<file path="src/rtl/raster_pkg.sv">
package raster_pkg;

  typedef enum logic [1:0] {
    LINE_NORMAL = 2'd0,
    LINE_SHORT  = 2'd1,
    LINE_LONG   = 2'd2
  } line_kind_e;

  typedef struct packed {
    logic pal;
    logic interlace;
    logic tall;
  } raster_cfg_t;

endpackage

</file>
<file path="src/rtl/raster_hcount.sv">
module raster_hcount
  import raster_pkg::*;
#(
  parameter int DOT_CLKS   = 4,
  parameter int LINE_DOTS  = 340,
  parameter int WIDE_FIRST = 323,
  parameter int WIDE_CNT   = 4,
  parameter int H_W        = 11,
  parameter int D_W        = 9
) (
  input  logic           clk,
  input  logic           rst_n,
  input  line_kind_e     kind,
  output logic [H_W-1:0] h_clk,
  output logic [D_W-1:0] dot_idx,
  output logic           line_end
);

  localparam int P_W        = $clog2(DOT_CLKS + 1);
  localparam int NORM_CLKS  = LINE_DOTS * DOT_CLKS + WIDE_CNT;
  localparam int SHORT_CLKS = LINE_DOTS * DOT_CLKS;
  localparam int LONG_CLKS  = NORM_CLKS + DOT_CLKS;

  localparam logic [P_W-1:0] PH_NARROW     = P_W'(DOT_CLKS - 1);
  localparam logic [P_W-1:0] PH_WIDE       = P_W'(DOT_CLKS);
  localparam logic [D_W-1:0] DOT_LAST_STD  = D_W'(LINE_DOTS - 1);
  localparam logic [D_W-1:0] DOT_LAST_LONG = D_W'(LINE_DOTS);

  logic [P_W-1:0] phase;
  logic [P_W-1:0] ph_top;
  logic [D_W-1:0] dot_last;
  logic           is_wide;
  logic           dot_done;

  // Wide-dot decode exists only when the parameters ask for wide dots.
  generate
    if (WIDE_CNT > 0) begin : g_wide
      localparam logic [D_W-1:0] WIDE_LO = D_W'(WIDE_FIRST);
      localparam logic [D_W-1:0] WIDE_HI = D_W'(WIDE_FIRST + WIDE_CNT);
      assign is_wide = (kind != LINE_SHORT) && (dot_idx >= WIDE_LO) && (dot_idx < WIDE_HI);
    end else begin : g_narrow
      assign is_wide = 1'b0;
    end
  endgenerate

  always_comb begin
    ph_top   = is_wide ? PH_WIDE : PH_NARROW;
    dot_last = (kind == LINE_LONG) ? DOT_LAST_LONG : DOT_LAST_STD;
    dot_done = (phase == ph_top);
    line_end = dot_done && (dot_idx == dot_last);
  end

  always_ff @(posedge clk or negedge rst_n) begin
    if (!rst_n) begin
      h_clk   <= '0;
      dot_idx <= '0;
      phase   <= '0;
    end else if (line_end) begin
      h_clk   <= '0;
      dot_idx <= '0;
      phase   <= '0;
    end else begin
      h_clk <= h_clk + 1'b1;
      if (dot_done) begin
        dot_idx <= dot_idx + 1'b1;
        phase   <= '0;
      end else begin
        phase <= phase + 1'b1;
      end
    end
  end

  // Line lengths per kind
  p_norm_len_r2: assert property (@(posedge clk) disable iff (!rst_n)
    (line_end && kind == LINE_NORMAL) |-> (h_clk == H_W'(NORM_CLKS - 1)));
  p_short_len_r3: assert property (@(posedge clk) disable iff (!rst_n)
    (line_end && kind == LINE_SHORT) |-> (h_clk == H_W'(SHORT_CLKS - 1)));
  p_long_len_r4: assert property (@(posedge clk) disable iff (!rst_n)
    (line_end && kind == LINE_LONG) |-> (h_clk == H_W'(LONG_CLKS - 1)));
  p_hstep_r2: assert property (@(posedge clk) disable iff (!rst_n)
    !line_end |=> (h_clk == $past(h_clk) + 1'b1));
  p_hwrap_r2: assert property (@(posedge clk) disable iff (!rst_n)
    line_end |=> (h_clk == '0 && dot_idx == '0));

endmodule

</file>
<file path="src/rtl/raster_vcount.sv">
module raster_vcount
  import raster_pkg::*;
#(
  parameter int NTSC_LAST  = 261,
  parameter int PAL_LAST   = 311,
  parameter int SHORT_LINE = 240,
  parameter int V_W        = 9
) (
  input  logic           clk,
  input  logic           rst_n,
  input  logic           line_end,
  input  raster_cfg_t    cfg_in,
  output logic [V_W-1:0] v_line,
  output logic           field,
  output raster_cfg_t    cfg,
  output line_kind_e     kind,
  output logic           frame_start
);

  localparam logic [V_W-1:0] NTSC_END = V_W'(NTSC_LAST);
  localparam logic [V_W-1:0] PAL_END  = V_W'(PAL_LAST);
  localparam logic [V_W-1:0] SHORT_V  = V_W'(SHORT_LINE);

  logic [V_W-1:0] v_last;
  logic           add_line;
  logic           frame_wrap;

  always_comb begin
    add_line   = cfg.interlace & ~field;
    v_last     = (cfg.pal ? PAL_END : NTSC_END) + {{(V_W-1){1'b0}}, add_line};
    frame_wrap = line_end && (v_line == v_last);
    if (!cfg.pal && !cfg.interlace && field && v_line == SHORT_V)
      kind = LINE_SHORT;
    else if (cfg.pal && cfg.interlace && field && v_line == PAL_END)
      kind = LINE_LONG;
    else
      kind = LINE_NORMAL;
  end

  always_ff @(posedge clk or negedge rst_n) begin
    if (!rst_n) begin
      v_line      <= '0;
      field       <= 1'b0;
      cfg         <= '0;
      frame_start <= 1'b0;
    end else begin
      frame_start <= frame_wrap;
      if (frame_wrap) begin
        v_line <= '0;
        field  <= ~field;
        cfg    <= cfg_in;
      end else if (line_end) begin
        v_line <= v_line + 1'b1;
      end
    end
  end

  p_vwrap_r5: assert property (@(posedge clk) disable iff (!rst_n)
    frame_wrap |=> (v_line == '0));
  p_vhold_r5: assert property (@(posedge clk) disable iff (!rst_n)
    !line_end |=> $stable(v_line));
  p_field_flip_r6: assert property (@(posedge clk) disable iff (!rst_n)
    frame_start |-> (v_line == '0 && field != $past(field)));
  p_strobe_single_r6: assert property (@(posedge clk) disable iff (!rst_n)
    frame_start |=> !frame_start);
  p_cfg_hold_r9: assert property (@(posedge clk) disable iff (!rst_n)
    !frame_wrap |=> $stable(cfg));

endmodule

</file>
<file path="src/rtl/raster_flags.sv">
module raster_flags #(
  parameter int VBL_START      = 225,
  parameter int VBL_START_TALL = 240,
  parameter int ACT_H_FIRST    = 88,
  parameter int ACT_H_END      = 1112,
  parameter int H_W            = 11,
  parameter int V_W            = 9
) (
  input  logic           clk,
  input  logic           rst_n,
  input  logic [H_W-1:0] h_clk,
  input  logic [V_W-1:0] v_line,
  input  logic           tall,
  output logic           vblank,
  output logic           active
);

  localparam logic [V_W-1:0] VB_NORM = V_W'(VBL_START);
  localparam logic [V_W-1:0] VB_TALL = V_W'(VBL_START_TALL);
  localparam logic [H_W-1:0] ACT_LO  = H_W'(ACT_H_FIRST);
  localparam logic [H_W-1:0] ACT_HI  = H_W'(ACT_H_END);

  logic [V_W-1:0] vb_line;
  logic           vis_line;

  always_comb begin
    vb_line  = tall ? VB_TALL : VB_NORM;
    vblank   = (v_line >= vb_line);
    vis_line = (v_line != '0) && !vblank;
    active   = vis_line && (h_clk >= ACT_LO) && (h_clk < ACT_HI);
  end

  p_active_unblank_r8: assert property (@(posedge clk) disable iff (!rst_n)
    active |-> (!vblank && v_line != '0));
  p_line0_clear_r7: assert property (@(posedge clk) disable iff (!rst_n)
    (v_line == '0) |-> (!vblank && !active));

endmodule

</file>
<file path="src/rtl/raster_timing_gen.sv">
module raster_timing_gen
  import raster_pkg::*;
#(
  parameter int DOT_CLKS       = 4,
  parameter int LINE_DOTS      = 340,
  parameter int WIDE_FIRST     = 323,
  parameter int WIDE_CNT       = 4,
  parameter int ACT_H_FIRST    = 88,
  parameter int ACT_H_END      = 1112,
  parameter int NTSC_LAST      = 261,
  parameter int PAL_LAST       = 311,
  parameter int VBL_START      = 225,
  parameter int VBL_START_TALL = 240,
  parameter int SHORT_LINE     = 240,
  localparam int LONG_CLKS     = LINE_DOTS * DOT_CLKS + WIDE_CNT + DOT_CLKS,
  localparam int H_W           = $clog2(LONG_CLKS),
  localparam int D_W           = $clog2(LINE_DOTS + 1),
  localparam int V_TOP         = ((PAL_LAST > NTSC_LAST) ? PAL_LAST : NTSC_LAST) + 1,
  localparam int V_W           = $clog2(V_TOP + 1)
) (
  input  logic           clk,
  input  logic           rst_n,
  input  logic           pal_mode,
  input  logic           interlace_en,
  input  logic           overscan_en,
  output logic [H_W-1:0] h_clk,
  output logic [D_W-1:0] dot_idx,
  output logic [V_W-1:0] v_line,
  output logic           field,
  output logic           vblank,
  output logic           active,
  output logic           frame_start
);

  raster_cfg_t cfg_in;
  raster_cfg_t cfg;
  line_kind_e  kind;
  logic        line_end;

  assign cfg_in = '{pal: pal_mode, interlace: interlace_en, tall: overscan_en};

  raster_hcount #(
    .DOT_CLKS  (DOT_CLKS),
    .LINE_DOTS (LINE_DOTS),
    .WIDE_FIRST(WIDE_FIRST),
    .WIDE_CNT  (WIDE_CNT),
    .H_W       (H_W),
    .D_W       (D_W)
  ) u_h (
    .clk     (clk),
    .rst_n   (rst_n),
    .kind    (kind),
    .h_clk   (h_clk),
    .dot_idx (dot_idx),
    .line_end(line_end)
  );

  raster_vcount #(
    .NTSC_LAST (NTSC_LAST),
    .PAL_LAST  (PAL_LAST),
    .SHORT_LINE(SHORT_LINE),
    .V_W       (V_W)
  ) u_v (
    .clk        (clk),
    .rst_n      (rst_n),
    .line_end   (line_end),
    .cfg_in     (cfg_in),
    .v_line     (v_line),
    .field      (field),
    .cfg        (cfg),
    .kind       (kind),
    .frame_start(frame_start)
  );

  raster_flags #(
    .VBL_START     (VBL_START),
    .VBL_START_TALL(VBL_START_TALL),
    .ACT_H_FIRST   (ACT_H_FIRST),
    .ACT_H_END     (ACT_H_END),
    .H_W           (H_W),
    .V_W           (V_W)
  ) u_f (
    .clk   (clk),
    .rst_n (rst_n),
    .h_clk (h_clk),
    .v_line(v_line),
    .tall  (cfg.tall),
    .vblank(vblank),
    .active(active)
  );

endmodule

</file>
<file path="config.mk">
export PLATFORM = sky130hd
export DESIGN_NAME = raster_timing_gen
export DESIGN_NICKNAME = d
export VERILOG_FILES = /design/src/rtl/raster_pkg.sv /design/src/rtl/raster_hcount.sv /design/src/rtl/raster_vcount.sv /design/src/rtl/raster_flags.sv /design/src/rtl/raster_timing_gen.sv
export SDC_FILE = /design/constraint.sdc
export NUM_CORES = 1
export LEC_CHECK = 0
export ABC_AREA = 0
export ABC_CLOCK_PERIOD_IN_PS = 7900
export CAP_MARGIN = 20
export CORE_ASPECT_RATIO = 1.4
export CORE_MARGIN = 1.5
export CORE_UTILIZATION = 56
export CTS_CLUSTER_DIAMETER = 40
export DETAILED_ROUTE_END_ITERATION = 8
export PLACE_DENSITY_LB_ADDON = 0.12
export REMOVE_ABC_BUFFERS = 1
export SYNTH_ARGS = -nofsm -noshare
export SYNTH_HDL_FRONTEND = slang
export SYNTH_HIERARCHICAL = 1
export SYNTH_SLANG_ARGS = --single-unit
</file>
<file path="constraint.sdc">
create_clock -name clk -period 7.9 [get_ports clk]
set_clock_uncertainty 0.1 [all_clocks]
set_input_delay 0.79 -clock clk [delete_from_list [all_inputs] [get_ports clk]]
set_output_delay 0.79 -clock clk [all_outputs]
set_load 0.01 [all_outputs]
</file>
## Word-level counts from Yosys, hierarchy flattened

Index checks and enable logic that the tools add are counted.

| cells by class | value |
|---|---|
| multiplexer cells | 13 |
| eq/ne operators | 7 |
| magnitude comparators | 5 |
| add/sub/neg operators | 5 |
| bitwise operators | 2 |
| reductions and logical operators | 19 |

Operator list:

| cell | number |
|---|---|
| $mux 9 | 4 |
| $add 9x1->9 const B | 2 |
| $eq 9x9->1 | 2 |
| $logic_and 1x1->1 | 13 |
| $mux 3 | 4 |
| $add 11x1->11 const B | 1 |
| $ge 11x7->1 const B | 1 |
| $lt 11x11->1 const B | 1 |
| $mux 11 | 1 |
| $add 9x1->9 | 1 |
| $eq 9x8->1 const B | 1 |
| $eq 9x9->1 const B | 1 |
| $ge 9x9->1 | 1 |
| $ge 9x9->1 const B | 1 |
| $lt 9x9->1 const B | 1 |
| $reduce_bool 9->1 | 1 |
| $mux 6 | 1 |
| $mux 5 | 1 |
| $mux 2 | 2 |
| $reduce_bool 2->1 | 2 |
| $add 3x1->3 const B | 1 |
| $eq 3x3->1 | 1 |
| $logic_not 1->1 | 3 |
| $eq 2x2->1 const B | 1 |
| 3 further kinds | 3 |

| word-level totals | value |
|---|---|
| bits of input ports | 5 |
| logic and storage cells | 60 |
| flip-flop bits (word level) | 37 |
| output and inout port bits | 33 |

## Depth between registers and ports, before layout

Gate-level depths: netlist (run 1).

| logic depth | value |
|---|---|
| depth in word-level cells | 13 |
| mapped depth | 15 |
| gate-level depth less buffers | 12 |

## Cells and area by module

Netlist (run 1), hierarchy kept.

Modules (own cells, without submodules):

| module | area an instance (um^2) | times used | sequential area each (um^2) | cells each |
|---|---|---|---|---|
| raster_hcount | 1152.4 | 1 | 575.6 | 110 |
| raster_vcount | 745.7 | 1 | 350.3 | 69 |
| raster_flags | 133.9 | 1 | 0.0 | 18 |

## Worst setup path before layout (run 1)

No wires, ideal clock.

| timing path | value |
|---|---|
| path kind | reg-to-reg |
| start point | register u_v.v_line[0] |
| end point | register, netlist name u_v/cfg[0] |
| clock period less this slack | 3.855 ns |
| arrival time | 3.630 ns |
| slack | 4.045 ns |
| cell stages (with the launch flop) | 14 |
| data required time | 7.675 ns |
| buffers on the path | 2 |
| setup time | 0.125 ns |
| cell sequence | dfrtp_1 -> inv_1 -> ha_1 -> or4b_2 -> nor4_1 -> nand2b_1 -> and4b_1 -> a21oi_1 -> o21a_1 -> buf_2 -> clkbuf_1 -> nand4_1 -> nor3_4 -> mux2_2 |

| on the way | value |
|---|---|
| elaborated cells between the ends (all ways) | 17 |
| classes of those cells | eq/ne: 7; mux: 4; reduce/logical: 6 |

RTL lines:

| item | line | text |
|---|---|---|
| from (decl) | raster_vcount.sv:13 | `output logic [V_W-1:0] v_line,` |
| from (signal assigned) | raster_vcount.sv:53 | `v_line <= v_line + 1'b1;` |
| $eq 9x8->1 (*) | raster_vcount.sv:32 | `if (!cfg.pal && !cfg.interlace && field && v_line == SHORT_V)` |
| $logic_and 1x1->1 (*) | raster_vcount.sv:32 |  |
| $mux 2 (*) | raster_vcount.sv:32 |  |
| via kind[0] | raster_timing_gen.sv:37 | `line_kind_e kind;` |
| $ne 2x1->1 | raster_hcount.sv:40 | `assign is_wide = (kind != LINE_SHORT) && (dot_idx >= WIDE_LO) && (dot_idx < WIDE_HI);` |
| $logic_and 1x1->1 (2 in a row) | raster_hcount.sv:40 |  |
| $mux 3 | raster_hcount.sv:47 | `ph_top = is_wide ? PH_WIDE : PH_NARROW;` |
| $eq 3x3->1 | raster_hcount.sv:49 | `dot_done = (phase == ph_top);` |
| $logic_and 1x1->1 (*) | raster_hcount.sv:50 | `line_end = dot_done && (dot_idx == dot_last);` |
| via line_end | raster_timing_gen.sv:38 | `logic line_end;` |
| $logic_and 1x1->1 (*) | raster_vcount.sv:31 | `frame_wrap = line_end && (v_line == v_last);` |

The timed path passes the listed nets; every way through them passes the cells marked *.
A chain may end at the register's enable or synchronous reset.

## Worst setup path in the final report (run 1)

| timing path | value |
|---|---|
| start point | register u_v.v_line[0] |
| end point | register, netlist name u_v/cfg[2] |

| on the way | value |
|---|---|
| elaborated cells between the ends (all ways) | 17 |
| classes of those cells | eq/ne: 7; mux: 4; reduce/logical: 6 |

RTL lines:

| item | line |
|---|---|
| $eq 9x8->1 (*) | raster_vcount.sv:32 |
| $logic_and 1x1->1 (*) | raster_vcount.sv:32 |
| $mux 2 (*) | raster_vcount.sv:32 |
| via kind[0] | raster_timing_gen.sv:37 |
| $ne 2x1->1 | raster_hcount.sv:40 |
| $logic_and 1x1->1 (2 in a row) | raster_hcount.sv:40 |
| $mux 3 | raster_hcount.sv:47 |
| $eq 3x3->1 | raster_hcount.sv:49 |
| $logic_and 1x1->1 (*) | raster_hcount.sv:50 |
| via line_end | raster_timing_gen.sv:38 |
| $logic_and 1x1->1 (*) | raster_vcount.sv:31 |

Marked as above.

==> results of run 1 <==
metal layers:
layer | GRT usage | vias up | wire length [µm]
met2 | 0.440 | 54 | 2390
met1 | 0.275 | 840 | 1880
li1 | - | 783 | -
met5 | 0 | - | 0
met3 | 0.0643 | 9 | 238
met4 | 0.145 | 0 | 103
worst reg2reg max path, stage by stage (launching register included):
cell and delay, ns:
dfrtp_1 0.49, inv_1 0.14, ha_1 0.15, or4b_2 0.58, nor4_1 0.29, nand2b_1 0.09
and4b_1 0.21, a21oi_1 0.39, o21a_1 0.62, nand4_1 0.38, nor3_4 0.49, mux2_2 0.38
cell type report:
| type | count | area [µm²] | area share |
|---|---|---|---|
| multi-input cells | 151 | 1060 | 0.415 |
| inverters | 5 | 18.8 | 0.00737 |
| well taps | 40 | 50.0 | 0.0197 |
| flip-flops and latches | 37 | 926 | 0.364 |
| clock inverters | 1 | 30.0 | 0.0118 |
| clock buffers | 7 | 86.3 | 0.0339 |
| repair buffers | 38 | 378 | 0.148 |
registers in the layout (all words and copies together) (netlist names):
name and flops:
u_v/cfg 3, u_h/h_clk 11, u_v/frame_start 1, u_v/field 1, u_h/dot_idx 9, u_v/v_line 9, u_h/phase 3
worst min-delay path by stage:
stage                     cells after the start  slack (ns)    startpoint            to
after floorplan                               1        0.35  u_h/phase[0]  u_h/phase[0]
after global placement                        1        0.37  u_h/phase[0]  u_h/phase[0]
after detailed placement                      1        0.38  u_h/phase[0]  u_h/phase[0]
after CTS                                     1        0.39  u_h/phase[0]  u_h/phase[0]
after global routing                          1        0.42  u_h/phase[0]  u_h/phase[0]
final                                         1        0.39  u_h/phase[0]  u_h/phase[0]
layout by cell type (no fill, tap or decap), drive strengths merged, types with 2 or more instances in the layout:
cell type	netlist	layout
a31oi	2	2
nand2b	2	2
nand2	9	9
nor4	2	2
nor2	32	32
xor2	14	14
clkdlybuf4s50	0	37
inv	5	5
nor3b	2	2
ha	8	8
nand4	9	9
or2	2	2
dfrtp	37	37
nand3	8	8
a22o	5	5
and4b	2	2
and3	6	6
mux2	5	5
nor3	7	7
o22ai	6	6
clkbuf	1	7
nor2b	5	5
xnor2	9	9
power groups by stage:
stage | Clock (mW) | Sequential (mW) | Combinational, mW
after floorplan | 0 | 0.193 | 0.0000130
after detailed placement | 0 | 0.193 | 0.00615
after CTS | 0.173 | 0.189 | 0.00614
after global routing | 0.180 | 0.189 | 0.00688
final | 0.169 | 0.189 | 0.00581
after global placement | 0 | 0.193 | 0.00596
per-stage QoR:
| stage | power, mW | hold slack [ns] | util |
|---|---|---|---|
| 6_report | 0.364 | 0.392 | 0.746 |
| 5_1_grt | 0.377 | 0.422 | 0.746 |
| 4_1_cts | 0.369 | 0.390 | 0.746 |
| 3_5_place_dp | 0.199 | 0.379 | 0.712 |
| 3_3_place_gp | 0.199 | 0.372 | 0.712 |
| 2_1_floorplan | 0.193 | 0.352 | - |
logic make-up after synthesis:
family                   Yosys count
buffers and inverters              9
XOR/XNOR                          23
AO/OA/AOI/OAI                     22
multiplexers                       5
adder cells (fa/ha/maj)            8
AND/OR/NAND/NOR                   93
flip-flops                        37
==> impl_metrics.env, run 1 <==
export IMPL_synth_edf_count=0
export IMPL_r2r_start="u_v/v_line[0]"
export IMPL_final_nets=251
export IMPL_routed_wl_mm=4.62
export IMPL_rsz0062_at_grt="false"
export IMPL_p_clk_frac=0.463
export IMPL_dpl_hpwl_mm=3.28
export IMPL_hold_path_class="reg -> reg"
export IMPL_synthMuxAreaShare=0.0314
export IMPL_grt_pass1_wl_mm=7.33
export IMPL_post_cts_buffers=0
export IMPL_clock_latency_ns=0.30
export IMPL_fin_area_um2=2540
export IMPL_vias=1686
export IMPL_areaGrowthSynthToFinish_pct=25.2
export IMPL_gp_congestion=0.977
export IMPL_cp_buffers_inverters=1
export IMPL_synth_compound_area_frac=0.0862
export IMPL_rows=25
export IMPL_synthTopCellsByCount="dfrtp_1, nor2_1, xor2_1"
export IMPL_drtIter0Drc=67
export IMPL_drive_gt1_frac=0.109
export IMPL_tns_ns=0
export IMPL_synth_warnings=6
export IMPL_grt_antenna_before_repair=0
export IMPL_p_leak_nw=1.13
export IMPL_ctsHoldBuffers=0
export IMPL_syn_area_um2=2030
export IMPL_synthAdderAreaFrac=0.0493
export IMPL_antenna_cells=0
export IMPL_drv_slew=0
export IMPL_p_switching_mw=0.0694
export IMPL_cts_path_max_buffers=2
export IMPL_finalNonFillerCells=279
export IMPL_synth_area_per_cell_um2=10.3
export IMPL_dp_slack_ns=3.62
export IMPL_async_reset_ff_frac=1.00
export IMPL_dieArea_um2=4000
export IMPL_track_usage=0.255
export IMPL_layout_setup_ws_ns=3.50
export IMPL_regToRegEndpoint="u_v/cfg[2]"
export IMPL_synth_top_area_cell="dfrtp_1"
export IMPL_path_cells="inv_1 > ha_1 > or4b_2 > nor4_1 > nand2b_1 > and4b_1 > a21oi_1 > o21a_1 > nand4_1 > nor3_4 > mux2_2"
export IMPL_p_comb_frac=0.016
export IMPL_pin_count=38
export IMPL_core_um2=3410
export IMPL_intPower_mw=0.294
export IMPL_synth_top_area_frac=0.456
export IMPL_ys_ff_latch=37
export IMPL_p_seq_frac=0.521
export IMPL_port_buffers=37
export IMPL_rrSetupSlack_ns=3.50
export IMPL_crit_path_end_kind="flop"
export IMPL_dieWidth_um=53.9
export IMPL_grt_overflow=0
export IMPL_critPathLaunch="u_v/v_line[0]"
export IMPL_dp_cells=271
export IMPL_ctsResizeCount=0
export IMPL_path_delay_family="simple AND/OR/NAND/NOR gates"
export IMPL_ys_types=47
export IMPL_crit_slowest_cell="o21a_1"
export IMPL_cp_arrival_ns=4.48
export IMPL_dpl_instance_area_um2=2430
export IMPL_slew_limit_headroom=0.568
export IMPL_synth_xor_area_frac=0.0991
export IMPL_synth_most_common_cell="dfrtp_1"
export IMPL_wl_per_cell_um=16.5
export IMPL_maxCapViolCount=0
export IMPL_floorplan_initialDensity=0.596
export IMPL_worst_path_stages=11
export IMPL_ant_nets=0
export IMPL_period_minus_slack_ns=4.40
export IMPL_cp_max_fo=20
export IMPL_power_density_nw_per_um2=143
export IMPL_viasPerCell=6.04
export IMPL_finalCritPeriodShare=0.557
export IMPL_cts_buffers=5
export IMPL_start_kind="flop"
export IMPL_first_global_vias=1700
export IMPL_status="finished, final reports clean"
export IMPL_worstMarginPinSlew_ns=0.648
export IMPL_netlist_instances=197
export IMPL_crit_end="u_v/cfg[2]"
export IMPL_vdd_drop_max_mv=0.179
export IMPL_yosysSeqAreaShare=0.456
export IMPL_die_h_um=74.3
export IMPL_synth_top_family_by_area="simple AND/OR/NAND/NOR gates"
export IMPL_p_sw_frac=0.191
export IMPL_synth_top_cells_by_area="dfrtp_1, xor2_1, nor2_1"
export IMPL_cts_sinks=37
export IMPL_fmax_ghz=0.227
export IMPL_grt_max_degree=38
export IMPL_cts_tree="built"
export IMPL_synth_simple_area_share=0.254
export IMPL_crit_type="reg -> reg"
export IMPL_ctsHtreeMaxLevel=2
export IMPL_hold_viol_final=0
export IMPL_cts_root_buffer="clkbuf_8"
export IMPL_crit_required_ns=7.98
export IMPL_drc=0
export IMPL_dr_pass1_iters=4
export IMPL_path_clk_slew_ns=0.07
export IMPL_ys_flop_type="dfrtp_1"
export IMPL_cp_slowest_stage_delay_ns=0.62
export IMPL_n_fill_cell=247
export IMPL_setup_viol=0
export IMPL_r2r_cells=11
(Power assumes the default switching activity.)
==> run 2: changes to the inputs <==
--- a/config.mk
+++ b/config.mk
@@ -6,11 +6,11 @@
 export NUM_CORES = 1
 export LEC_CHECK = 0
 export ABC_AREA = 0
-export ABC_CLOCK_PERIOD_IN_PS = 7900
+export ABC_CLOCK_PERIOD_IN_PS = 3710
 export CAP_MARGIN = 20
 export CORE_ASPECT_RATIO = 1.4
 export CORE_MARGIN = 1.5
-export CORE_UTILIZATION = 56
+export CORE_UTILIZATION = 47
 export CTS_CLUSTER_DIAMETER = 40
 export DETAILED_ROUTE_END_ITERATION = 8
 export PLACE_DENSITY_LB_ADDON = 0.12
==> constraint.sdc (replaced) <==
create_clock -name clk -period 3.71 [get_ports clk]
set_clock_uncertainty 0.1 [all_clocks]
set_input_delay 0.371 -clock clk [delete_from_list [all_inputs] [get_ports clk]]
set_output_delay 0.371 -clock clk [all_outputs]
set_load 0.01 [all_outputs]
==> run 2 against run 1 <==
Against the previous run: global-route usage down 6.2 points; first-iteration DRC count down 42%; non-clock buffer count rose by 4; combinational power rose by 89%; critical path depth unchanged; die area increased by 18%; sequential cell count unchanged.
==> impl_metrics.env, run 2 (synthesis gave the netlist of run 1 again) <==
export IMPL_crit_type="reg -> reg"
export IMPL_ctsHtreeMaxLevel=2
export IMPL_cp_slowest_stage_delay_ns=0.57
export IMPL_cts_path_max_buffers=2
export IMPL_rsz0062_at_grt="false"
export IMPL_layout_common_cells="dfrtp_1, clkdlybuf4s50_1, nor2_1, xor2_1"
export IMPL_hold_path_class="in -> async"
export IMPL_path_clk_slew_ns=0.07
export IMPL_ant_nets=0
export IMPL_period_minus_slack_ns=3.34
export IMPL_viasPerCell=5.56
export IMPL_rows=28
export IMPL_cp_arrival_ns=3.42
export IMPL_core_um2=4200
export IMPL_status="finished, final reports clean"
export IMPL_pin_count=38
export IMPL_layout_setup_ws_ns=0.367
export IMPL_worstMarginPinSlew_ns=0.810
export IMPL_path_cells="inv_1 > ha_1 > or4b_2 > nor4_1 > nor2b_1 > nor3_1 > o211a_1 > o21a_1 > nand4_1 > nor3_4 > mux2_2"
export IMPL_drv_slew=0
export IMPL_maxCapViolCount=0
export IMPL_vdd_drop_max_mv=0.186
export IMPL_hold_ws_ns=0.0757
export IMPL_grt_overflow=0
export IMPL_finalCritPeriodShare=0.901
export IMPL_crit_required_ns=3.78
export IMPL_fmax_ghz=0.299
export IMPL_cts_tree="built"
export IMPL_power_mw=0.744
export IMPL_dieWidth_um=58.6
export IMPL_antenna_cells=0
export IMPL_crit_path_end_kind="flop"
export IMPL_cts_buffers=5
export IMPL_gp_congestion=0.886
export IMPL_dr_pass1_iters=4
export IMPL_cp_buffers_inverters=1
export IMPL_slew_limit_headroom=0.460
export IMPL_start_kind="flop"
export IMPL_top_register="u_h/h_clk"
export IMPL_drive_gt1_frac=0.128
export IMPL_cts_root_buffer="clkbuf_8"
export IMPL_grt_max_degree=38
export IMPL_die_h_um=80.8
export IMPL_routed_wl_mm=4.26
export IMPL_cp_max_fo=8
export IMPL_p_leak_nw=1.15
export IMPL_reg_top3="u_h/h_clk x11, u_h/dot_idx x9, u_v/v_line x9"
export IMPL_grt_pass1_wl_mm=6.98
export IMPL_hold_viol_final=0
export IMPL_tns_ns=0
export IMPL_track_usage=0.193
export IMPL_n_fill_cell=369
export IMPL_power_density_nw_per_um2=290
export IMPL_floorplan_initialDensity=0.483
export IMPL_drc=0
export IMPL_dp_slack_ns=0.355
export IMPL_ctsResizeCount=0
export IMPL_dpl_hpwl_mm=3.09
export IMPL_final_nets=255
export IMPL_setup_viol=0
export IMPL_port_buffers=37
export IMPL_first_global_vias=1517
export IMPL_dieArea_um2=4730
export IMPL_path_delay_family="simple AND/OR/NAND/NOR gates"
export IMPL_grt_antenna_before_repair=0
export IMPL_cts_sinks=37
export IMPL_post_cts_buffers=0
export IMPL_areaGrowthSynthToFinish_pct=26.2
export IMPL_crit_slowest_cell="or4b_2"
export IMPL_largest_register_ffs=11
export IMPL_clock_latency_ns=0.29
export IMPL_vias=1595
export IMPL_wl_per_cell_um=14.8
export IMPL_drtIter0Drc=39
export IMPL_final_common_cell="dfrtp_1"
export IMPL_ctsHoldBuffers=0
## run 2: cell count changes in the layout (fill, tap and decap cells not counted)
cell / delta
buf_2: +1
buf_4: +4
clkbuf_1: -1
clkbuf_8: -1
clkdlybuf4s50_1: -1
clkinv_2: +1
## run 2: final timing paths
path	start	endpoint	slack (ns)	cells past startpoint
min reg2reg	u_h/phase[0]	u_h/phase[0]	0.40	1
min	rst_n	u_v/v_line[7]	0.08	1
max in group asynchronous	rst_n	u_h/h_clk[3]	2.93	1
max	u_v/v_line[0]	u_v/cfg[0]	0.37	11
min in group clk	u_h/phase[0]	u_h/phase[0]	0.40	1
max reg2reg	u_v/v_line[0]	u_v/cfg[0]	0.37	11
## run 2: layout make-up
| cell class | count | area [µm²] | area share |
|---|---|---|---|
| multi-input cells | 151 | 1060 | 0.412 |
| flip-flops and latches | 37 | 926 | 0.361 |
| repair buffers | 42 | 403 | 0.157 |
| clock buffers | 5 | 68.8 | 0.0268 |
| well taps | 45 | 56.3 | 0.0220 |
| clock inverters | 2 | 35.0 | 0.0137 |
| inverters | 5 | 18.8 | 0.00732 |
## run 2: metal layers
metal / vias to the layer above / global-route usage / part of all wire
li1: 789 / - / -
met1: 769 / 0.249 / 0.45
met2: 31 / 0.321 / 0.50
met3: 6 / 0.0334 / 0.031
met4: 0 / 0.0750 / 0.015
met5: - / 0 / 0
## run 2: power breakdown
group | internal [mW] | total [mW] | switching, mW
Sequential | 0.403 | 0.403 | 0
Clock | 0.195 | 0.330 | 0.134
Combinational | 0.00313 | 0.0110 | 0.00790
## run 2: through the flow
step           cells  cell area, µm²  utilization
5_1_grt          287            2560        0.610
4_1_cts          287            2560        0.610
3_5_place_dp     280            2460        0.585
2_1_floorplan    193            2000            -
3_3_place_gp     280            2460        0.585
6_report         287            2560        0.610
==> run 3: changes to the inputs <==
--- a/config.mk
+++ b/config.mk
@@ -15,6 +15,7 @@
 export DETAILED_ROUTE_END_ITERATION = 8
 export PLACE_DENSITY_LB_ADDON = 0.12
 export REMOVE_ABC_BUFFERS = 1
+export SLEW_MARGIN = 5
 export SYNTH_ARGS = -nofsm -noshare
 export SYNTH_HDL_FRONTEND = slang
 export SYNTH_HIERARCHICAL = 1
==> results of run 3 <==
Same layout as run 2: the final DEF is identical, and so are final timing and power.
